**src/rtl/patsync_ref.sv**
```systemverilog
// Reference history with next-bit prediction for both pattern kinds.
module patsync_ref #(
  parameter int W  = 32,
  parameter int LW = 5
) (
  input  logic          clk,
  input  logic          rst,
  input  logic          shift_en,
  input  logic          use_pred,
  input  logic          din,
  input  logic          prbs_mode,
  input  logic [LW-1:0] len_sel,
  input  logic [LW-1:0] tap_sel,
  output logic          pred,
  output logic [W-1:0]  ref_word
);
  logic [W-1:0] ref_q;

  always_comb begin
    if (prbs_mode) pred = ref_q[len_sel] ^ ref_q[tap_sel];
    else           pred = ref_q[len_sel];
  end

  always_ff @(posedge clk) begin
    if (rst)           ref_q <= '0;
    else if (shift_en) ref_q <= {ref_q[W-2:0], (use_pred ? pred : din)};
  end

  assign ref_word = ref_q;

  // no edge without shift enable may move the history
  assert_ref_frozen_R5: assert property (@(posedge clk) disable iff (rst)
    !$past(shift_en) |-> $stable(ref_q));
endmodule

```
**config.mk**
```make
export PLATFORM = sky130hd
export DESIGN_NAME = patsync_ref
export DESIGN_NICKNAME = d
export VERILOG_FILES = /design/src/rtl/patsync_ref.sv
export SDC_FILE = /design/constraint.sdc
export NUM_CORES = 1
export LEC_CHECK = 0
export BUFFER_PORTS_ARGS = -buffer_cell sky130_fd_sc_hd__buf_2
export CORE_MARGIN = 8
export CORE_UTILIZATION = 55
export CTS_CLUSTER_DIAMETER = 120
export DETAILED_ROUTE_END_ITERATION = 12
export GPL_TIMING_DRIVEN = 0
export PLACE_DENSITY = 0.94
export SETUP_SLACK_MARGIN = 0.02
export SYNTH_ARGS = -nofsm -noshare
export SYNTH_HDL_FRONTEND = slang
export SYNTH_SLANG_ARGS = --single-unit
```
**constraint.sdc**
```tcl
create_clock -name clk -period 4.45 [get_ports clk]
set_clock_uncertainty 0.2 [all_clocks]
set_input_delay 0.89 -clock clk [delete_from_list [all_inputs] [get_ports clk]]
set_output_delay 0.89 -clock clk [all_outputs]
set_load 0.02 [all_outputs]
```
; ---- Word-level counts from Yosys, hierarchy flattened
; Cells that the tools add are included.
[word_totals]
elab_cells = 10
input_bits = 16
out_inout_bits = 33
reg_bits = 32
[classes]
n_bitwise = 1
order_cmp = 2
n_mux = 6
[ops]
columns = cell, count
row1 = 5-bit by 6-bit less-than comparator with 1-bit output (second input constant), 2
row2 = 1-bit binary-select mux with 5-bit select, 2
row3 = 1-bit 2-to-1 mux, 4
row4 = 1-bit XOR, 1

; ---- Longest topological paths before layout
; Gate-level depths: netlist of the first run.
[logic_depth]
word_depth = 5
mapped_depth = 8
mapped_depth_nobuf = 6

; ---- Worst setup path before layout of the first run
; Ideal clock, no wire load.
[synth_path]
kind = input to output
start = in len_sel[0]
end = out pred
arrival_ns = 2.262
required_ns = 3.360
setup_slack_ns = 1.098
cell_stages = 5
path_buffers = 0
cell_sequence = mux4_1 > mux2_2 > nand3b_1 > nand4_1 > xnor2_1
[synth_via]
elab_chain_len = 4
[synth_lines]
columns = element, line_no
row1 = "start, declared", 12  ; input logic [LW-1:0] len_sel,
row2 = 1-bit binary-select mux with 5-bit select *, "20, 21"
row3 = 1-bit 2-to-1 mux (not written as such) *, "20, 21"
row4 = 1-bit XOR, 20  ; if (prbs_mode) pred = ref_q[len_sel] ^ ref_q[tap_sel];
row5 = 1-bit 2-to-1 mux *, 20
row6 = "end, declared", 14  ; output logic pred,
; Mark *: on every way between the ends. The rest lies on a longest branch, timed or not. The select of a mux whose other input is x is not followed.

; ---- Worst setup path after layout of the first run
; Same ends and word-level chain as after synthesis.

==> results of run 1 <==
placed cells by master, fill, tap and decap left out, drive strengths merged:
cell / n
nand3b: 2
nand3: 3
mux2i: 46
and2: 1
clkbuf: 13
nand2: 6
nor2: 35
o21a: 1
xnor2: 1
mux4: 9
buf: 50
and2b: 1
o21ai: 2
a211oi: 2
mux2: 3
dfxtp: 32
nand2b: 2
nor2b: 1
a22oi: 3
o221ai: 1
o22ai: 1
inv: 1
a21oi: 2
nand4: 2
worst max-delay path, delay by kind of cell:
| kind | cells | cell delay, ns |
|---|---|---|
| xor+xnor | 1 | 0.24 |
| buf+inv | 2 | 0.36 |
| mux | 2 | 0.83 |
| simple gates | 2 | 0.19 |
per-layer routing:
layer  vias up  routed length, um  GRT usage
met5         -                  0          0
met2        57               1980      0.276
li1        713                  -          -
met4         0                152      0.104
met3        14                290     0.0565
met1       701               1820      0.203
cells in the mapped netlist, drive strengths merged:
cell type  instances  area share
nand2b             2      0.0073
dfxtp             32        0.37
nor2b              1      0.0036
mux4               9        0.12
o22ai              1      0.0036
o21a               1      0.0044
nand2              6       0.013
and2b              1      0.0044
nand3              3      0.0087
and2               1      0.0036
a211oi             2      0.0087
nand4              2      0.0073
nand3b             2      0.0087
mux2i             46        0.27
o221ai             1      0.0051
clkbuf             5       0.011
inv                1      0.0022
a21oi              2      0.0058
buf                7       0.020
o21ai              2      0.0058
a22oi              3       0.013
mux2               3       0.020
xnor2              1      0.0051
nor2              35       0.076
layout make-up:
| class | count | share of cell area |
|---|---|---|
| timing repair buffer | 43 | 0.106 |
| inverter | 1 | 0.00185 |
| tap | 33 | 0.0203 |
| sequential | 32 | 0.315 |
| buffer | 12 | 0.0258 |
| clock buffer | 8 | 0.0289 |
| multi-input combinational | 124 | 0.502 |
power breakdown:
group | switching [mW] | internal [mW]
combinational | 0.0376 | 0.0282
clock | 0.0951 | 0.0779
sequential | 0.00209 | 0.288
worst max-delay path by stage:
stage | startpoint | end | depth (start not counted)
floorplan | len_sel[0] | pred | 5
global placement | len_sel[0] | pred | 7
detailed placement | len_sel[0] | pred | 7
CTS | len_sel[0] | pred | 7
global route | len_sel[0] | pred | 7
finish | len_sel[0] | pred | 7
logic make-up (layout without fill, tap and decap cells):
| group | Yosys count | after routing | share of synthesized area |
|---|---|---|---|
| AOI/OAI and AO/OA | 12 | 12 | 0.0466 |
| DFF | 32 | 32 | 0.373 |
| buffers and inverters | 13 | 64 | 0.0327 |
| and+or+nand+nor | 53 | 53 | 0.133 |
| xor gates and xnor gates | 1 | 1 | 0.00510 |
| muxes | 58 | 58 | 0.410 |
==> impl_metrics.json, run 1 <==
{
  "crit_arrival_ns": 2.52,
  "ios": 49,
  "grt_pass1_wl_um": 7180,
  "yosysUniqueCellTypes": 27,
  "cts.clk_slew.worst_paths_ns": 0.09,
  "synth_nets": 185,
  "power_mw": 0.528,
  "cts_tree": "yes",
  "io_buffer_count": 43,
  "ir_drop_mv": 0.157,
  "clock_latency_ns": 0.33,
  "largest_register_ffs": 32,
  "crit_type": "input pin to primary output",
  "routed_wl_um": 4240,
  "leakage_nw": 0.999,
  "htreeDepth": 2,
  "overflow": 0,
  "hold_end": "ref_word[31]",
  "status": "finished clean",
  "antenna_found_initial": 0,
  "placed_cells": 245,
  "max_freq_mhz": 277,
  "slew_viol_final": 0,
  "power_density_mw_per_mm2": 260,
  "drive_above_1_share": 0.286,
  "start_util": 0.573,
  "reg2reg_slack_ns": 2.45,
  "syn-cell-area_mm2": 0.00172,
  "max_stage_delay_ns": 0.56,
  "viasPerCell": 5.87,
  "required_ns": 3.36,
  "drc_errors": 0,
  "period_minus_slack_ns": 3.61,
  "endpoint_kind": "primary output",
  "die_area_mm2": 0.00517,
  "hold_path_class": "flip-flop to flip-flop",
  "synth-seq-cells": 32,
  "nNetsFinal": 235,
  "root_buffer": "clkbuf_4",
  "cts_buffer_depth": 2,
  "rows": 20,
  "setup_viol": 0,
  "synth_warnings": 0,
  "fin_tns_setup_ns": 0,
  "yosysSeqAreaShare": 0.373,
  "first_global_vias": 1535,
  "hold_start": "ref_word[31]",
  "fp.coreArea_mm2": 0.00300,
  "synthCells": 169,
  "fp.dieH_um": 71.9,
  "fin_util": 0.678,
  "cts_inserted_buffers": 5,
  "hpwlAfterDp_um": 3210,
  "max_cap_viol_count": 0,
  "crit_slowest_cell": "mux4_1",
  "drt_iter0_drc": 89,
  "postCtsSetupRepairBufs": 0,
  "rsz0062_at_grt": "false",
  "holdWs_ns": 0.348,
  "grt_max_degree": 11,
  "regArea_um2": 641,
  "holdBufCountCts": 0,
  "wire_per_inst_um": 16.7,
  "pre_cts_slack_ns": 0.888,
  "startpoint_type": "input pin",
  "grt_usage": 0.175,
  "die_x_um": 71.9,
  "reg2regPathDepth": 6,
  "tightest_slew_ns": 0.732,
  "avgSynthCellArea_um2": 10.2,
  "hold_violations": 0,
  "worst_r2r_endpoint": "ref_word[0]",
  "place.gp.congestion": 0.916,
  "finalCritPeriodShare": 0.811,
  "n_antenna_cell": 0,
  "ant_nets": 0,
  "design_area_mm2": 0.00203,
  "cts_sinks": 32,
  "multi_input_area_mm2": 0.00102,
  "cp_cell_sequence": "buf_2 > mux4_1 > mux2_2 > nand3b_1 > nand4_1 > xnor2_1 > buf_2",
  "path_common_cell": "buf_2",
  "vias": 1485,
  "finalNonFillerCells": 253,
  "placed_cell_area_mm2": 0.00198,
  "setup_ws_ns": 0.839,
  "drtPass1Iterations": 4,
  "slew_headroom": 0.512,
  "ctsResizeCount": 0,
  "r2r_start": "ref_word[14]",
  "final.fill_count": 246,
  "hold-path-cell-count": 2,
  "area_delta_synth_final_pct": 18.3,
  "critPathMaxFanout": 6
}
Note: power is estimated with default switching activity, not from simulation.
==> run 2: changes to the inputs <==
- ABC_AREA: not set -> 1
- CORE_UTILIZATION: 55 -> 52
- PLACE_DENSITY: 0.94 -> 0.89
- clock period: 4.45 -> 3.4 ns (I/O delays scaled with it)
==> impl_metrics.json, run 2 <==
{
  "status": "finished clean",
  "fin_tns_setup_ns": 0,
  "required_ns": 2.52,
  "viasPerCell": 5.53,
  "reg2reg_slack_ns": 1.82,
  "path_common_cell": "nand2_1",
  "postCtsSetupRepairBufs": 0,
  "antenna_found_initial": 0,
  "crit_type": "input pin to primary output",
  "cts_sinks": 32,
  "finalCritPeriodShare": 0.832,
  "hpwlAfterDp_um": 4010,
  "drc_errors": 0,
  "synth_edf_count": 0,
  "synthCells": 302,
  "yosysUniqueCellTypes": 17,
  "grt_max_degree": 11,
  "drt_iter0_drc": 254,
  "yosys-top-cells-area": "dfxtp_1 (35%), nand2_1 (30%), nand3_1 (13%), a21oi_1 (8.4%), buf_6 (3.6%)",
  "cts_buffer_depth": 2,
  "synth_warnings": 0,
  "largest_register_ffs": 32,
  "holdBufCountCts": 0,
  "crit_slowest_cell": "inv_1",
  "vias": 2197,
  "clock_latency_ns": 0.33,
  "leakage_nw": 0.955,
  "area_delta_synth_final_pct": 17.0,
  "htreeDepth": 2,
  "routed_wl_um": 5440,
  "final_cell_mix": "nand2_1 (149), nand3_1 (49), buf_2 (45)",
  "die_area_mm2": 0.00574,
  "synth_common_cells": "nand2_1 (149), nand3_1 (49), dfxtp_1 (32)",
  "place.gp.congestion": 0.997,
  "ir_drop_mv": 0.229,
  "critPathMaxFanout": 9,
  "cts_inserted_buffers": 5,
  "yosys.area.top_type_share": 0.345,
  "hold-path-cell-count": 2,
  "tightest_slew_ns": 0.425,
  "fp.coreArea_mm2": 0.00339,
  "overflow": 0,
  "final_common_cell": "nand2_1",
  "cts.clk_slew.worst_paths_ns": 0.09,
  "cts_tree": "yes",
  "crit_arrival_ns": 1.95,
  "synth_flop_cell": "dfxtp_1",
  "hold_start": "ref_word[31]",
  "pre_cts_slack_ns": 0.590,
  "rows": 21,
  "synth_nets": 318,
  "yosys.area.top_type": "dfxtp_1",
  "worst_r2r_endpoint": "ref_word[0]",
  "endpoint_kind": "primary output",
  "first_global_vias": 1982,
  "slew_viol_final": 0,
  "r2r_start": "ref_word[29]",
  "slew_headroom": 0.717,
  "grt_pass1_wl_um": 9070,
  "max_stage_delay_ns": 0.27,
  "n_antenna_cell": 0,
  "synthArstFlopShare": 0,
  "max_cap_viol_count": 0,
  "start_util": 0.548,
  "max_freq_mhz": 354,
  "startpoint_type": "input pin",
  "root_buffer": "clkbuf_4",
  "fin_util": 0.641,
  "die_x_um": 75.8,
  "drive_above_1_share": 0.202,
  "placed_cell_area_mm2": 0.00213,
  "synth-seq-cells": 32,
  "hold_end": "ref_word[31]",
  "rsz0062_at_grt": "false",
  "nNetsFinal": 369,
  "drtPass1Iterations": 5,
  "fp.dieH_um": 75.8,
  "period_minus_slack_ns": 2.83,
  "wire_per_inst_um": 13.7,
  "cp_cell_sequence": "buf_4 > inv_1 > nand3_1 > nand3_1 > nand2_1 > nand2_1 > nand3_2 > nand3_1 > nand2_1 > nand2_1 > buf_2",
  "reg2regPathDepth": 12,
  "design_area_mm2": 0.00217,
  "hold_path_class": "flip-flop to flip-flop",
  "power_density_mw_per_mm2": 311,
  "syn-cell-area_mm2": 0.00186,
  "grt_usage": 0.203,
  "ant_nets": 0,
  "avgSynthCellArea_um2": 6.15,
  "io_buffer_count": 44,
  "setup_viol": 0,
  "yosysMostFrequentCell": "nand2_1",
  "setup_ws_ns": 0.572,
  "ctsResizeCount": 0,
  "yosysSeqAreaShare": 0.345,
  "ios": 49,
  "hold_violations": 0
}
## run 2: how the worst max path moves through the flow
| stage | from | to | cells after the start |
|---|---|---|---|
| 2_1_floorplan | tap_sel[0] | pred | 13 |
| 3_3_place_gp | tap_sel[1] | pred | 11 |
| 3_5_place_dp | tap_sel[1] | pred | 11 |
| 4_1_cts | tap_sel[1] | pred | 11 |
| 5_1_grt | tap_sel[1] | pred | 11 |
| 6_report | tap_sel[1] | pred | 11 |
## run 2: cell type report
| cell class | count | area [um2] |
|---|---|---|
| Fill cell | 328 | 1220 |
| Multi-Input combinational cell | 240 | 1040 |
| Sequential cell | 32 | 641 |
| Timing Repair Buffer | 44 | 220 |
| Buffer | 17 | 118 |
| Inverter | 13 | 61.3 |
| Tap cell | 46 | 57.6 |
| Clock buffer | 5 | 37.5 |
## run 2: layer usage
metal / GRT usage / share of wire / vias up
li1: - / - / 1071
met1: 0.260 / 0.43 / 999
met2: 0.326 / 0.46 / 107
met3: 0.0421 / 0.089 / 20
met4: 0.0704 / 0.026 / 0
met5: 0 / 0 / -
## run 2: stage by stage
| step | hold slack (ns) | instances | power, mW |
|---|---|---|---|
| global placement | 0.289 | 392 | 0.495 |
| global route | 0.337 | 397 | 0.704 |
| finish | 0.311 | 397 | 0.676 |
| CTS | 0.311 | 397 | 0.676 |
| floorplan | 0.358 | 302 | 0.463 |
| detailed placement | 0.296 | 392 | 0.496 |
## run 2: kinds of logic after synthesis
logic type / Yosys count / share of synthesized area
buf+inv: 30 / 0.0964
flops: 32 / 0.345
compound gates: 32 / 0.0883
simple gates: 208 / 0.470
## run 2: power breakdown
part           switching (mW)  leakage, nW  internal [mW]
clock                   0.117       0.0230         0.0689
combinational          0.0739        0.674         0.0375
sequential            0.00225        0.258          0.376
## run 2: critical path, delay by kind of cell
| family | cells | cell delay [ns] |
|---|---|---|
| buffers and inverters | 3 | 0.57 |
| AND/OR/NAND/NOR | 8 | 0.69 |
==> run 3: changes to the inputs <==
- CORE_UTILIZATION: 52 -> 47
- PLACE_DENSITY: 0.89 -> 0.85
- clock period: 3.4 -> 2.5 ns (I/O delays scaled with it)
==> impl_metrics.json, run 3 (synthesis results as in run 2) <==
{
  "htreeDepth": 2,
  "tightest_slew_ns": 0.447,
  "switchingPower_mw": 0.300,
  "grt_max_degree": 11,
  "p_int_mw": 0.921,
  "cts_inserted_buffers": 5,
  "drive_above_1_share": 0.217,
  "ant_nets": 0,
  "drc_errors": 0,
  "rows": 23,
  "grt_pass1_wl_um": 9130,
  "rsz0062_at_grt": "false",
  "crit_arrival_ns": 1.69,
  "area_delta_synth_final_pct": 24.4,
  "grt_usage": 0.181,
  "design_area_mm2": 0.00231,
  "hold_violations": 0,
  "ios": 49,
  "fin_tns_setup_ns": 0,
  "final_cell_mix": "nand2_1 (148), nand3_1 (49), buf_2 (44)",
  "placed_cell_area_mm2": 0.00214,
  "postCtsSetupRepairBufs": 0,
  "cts.clk_slew.worst_paths_ns": 0.07,
  "use_met3": 0.0576,
  "antenna_found_initial": 0,
  "pre_cts_slack_ns": 0.0425,
  "setup_viol": 0,
  "hold_path_class": "input pin to flip-flop",
  "critPathMaxFanout": 8,
  "wire_per_inst_um": 13.7,
  "required_ns": 1.80,
  "period_minus_slack_ns": 2.39,
  "die_area_mm2": 0.00622,
  "grt-busiest-layer": "met2",
  "largest_register_ffs": 32,
  "routed_wl_um": 5560,
  "vias": 2162,
  "leakage_nw": 1.01,
  "endpoint_kind": "primary output",
  "clock_latency_ns": 0.29,
  "cts_buffer_depth": 2,
  "placed_cells": 396,
  "start_util": 0.474,
  "power_density_mw_per_mm2": 529,
  "hpwlAfterDp_um": 3960,
  "overflow": 0,
  "place.gp.congestion": 0.938,
  "viasPerCell": 5.34,
  "crit_type": "input pin to primary output",
  "fp.coreArea_mm2": 0.00391,
  "swShare": 0.246,
  "sequentialPowerShare": 0.422,
  "use_met2": 0.277,
  "startpoint_type": "input pin",
  "max_cap_viol_count": 0,
  "fp.dieH_um": 78.9,
  "setup_ws_ns": 0.109,
  "drtPass1Iterations": 5,
  "slew_viol_final": 0,
  "final_common_cell": "nand2_1",
  "slew_headroom": 0.702,
  "n_antenna_cell": 0,
  "max_freq_mhz": 418,
  "power_frac_comb": 0.131,
  "finalCritPeriodShare": 0.957,
  "grtUsageMet1": 0.224,
  "clock_power_share": 0.447,
  "cts_sinks": 32,
  "holdBufCountCts": 0,
  "first_global_vias": 1946,
  "status": "finished clean",
  "drt_iter0_drc": 206,
  "root_buffer": "clkbuf_8",
  "nNetsFinal": 370,
  "ir_drop_mv": 0.302,
  "io_buffer_count": 44,
  "finalNonFillerCells": 405,
  "cts_tree": "yes",
  "die_x_um": 78.9
}
==> run 3: worst paths after layout <==
| check | endpoint | slack, ns | start | cells after the start |
|---|---|---|---|---|
| max | pred | 0.11 | len_sel[0] | 15 |
| min | ref_word[31] | 0.25 | rst | 2 |
| max reg2reg | ref_word[0] | 0.89 | ref_word[29] | 13 |
| min reg2reg | ref_word[23] | 0.32 | ref_word[22] | 2 |
==> run 3: critical path, stage by stage <==
cell	delay [ns]
buf_6	0.13
inv_8	0.08
clkbuf_16	0.14
nand2_2	0.04
nand3_1	0.07
nand3_1	0.08
nand2_1	0.09
nand2_1	0.05
nand2_1	0.05
nand2_1	0.06
nand2_2	0.10
inv_2	0.04
nand2_2	0.07
nand2_1	0.05
buf_4	0.15
==> run 3: power groups by stage <==
stage                     Combinational (mW)  Clock [mW]  Sequential [mW]
after floorplan                        0.102           0            0.528
after global placement                 0.147           0            0.526
after detailed placement               0.149           0            0.526
after CTS                              0.149       0.558            0.515
after global routing                   0.175       0.579            0.515
final                                  0.160       0.546            0.515
==> run 3: area by class of cell <==
class,instances,area [um2]
inverter,13,67.6
tap,50,62.6
fill,398,1600
clock inverter,1,30.0
sequential,32,641
multi-input combinational,240,1040
buffer,17,125
clock buffer,7,96.3
timing repair buffer,45,248
==> run 3: through the flow <==
step | util | hold slack (ns) | total power [mW]
CTS | 0.579 | 0.240 | 1.22
detailed placement | 0.547 | 0.306 | 0.675
global route | 0.590 | 0.257 | 1.27
finish | 0.590 | 0.253 | 1.22
floorplan | - | 0.358 | 0.630
global placement | 0.547 | 0.289 | 0.673
==> run 3: per-layer routing <==
layer  up-vias  share of wire
li1       1072              -
met1       988           0.43
met2        92           0.46
met3        10          0.089
met4         0          0.017
met5         -              0
==> run 3: what timing repair did <==
item,CTS,global route
endpoints found under the hold margin,0,0
endpoints found under the setup margin,0,1
resized for setup,0,6
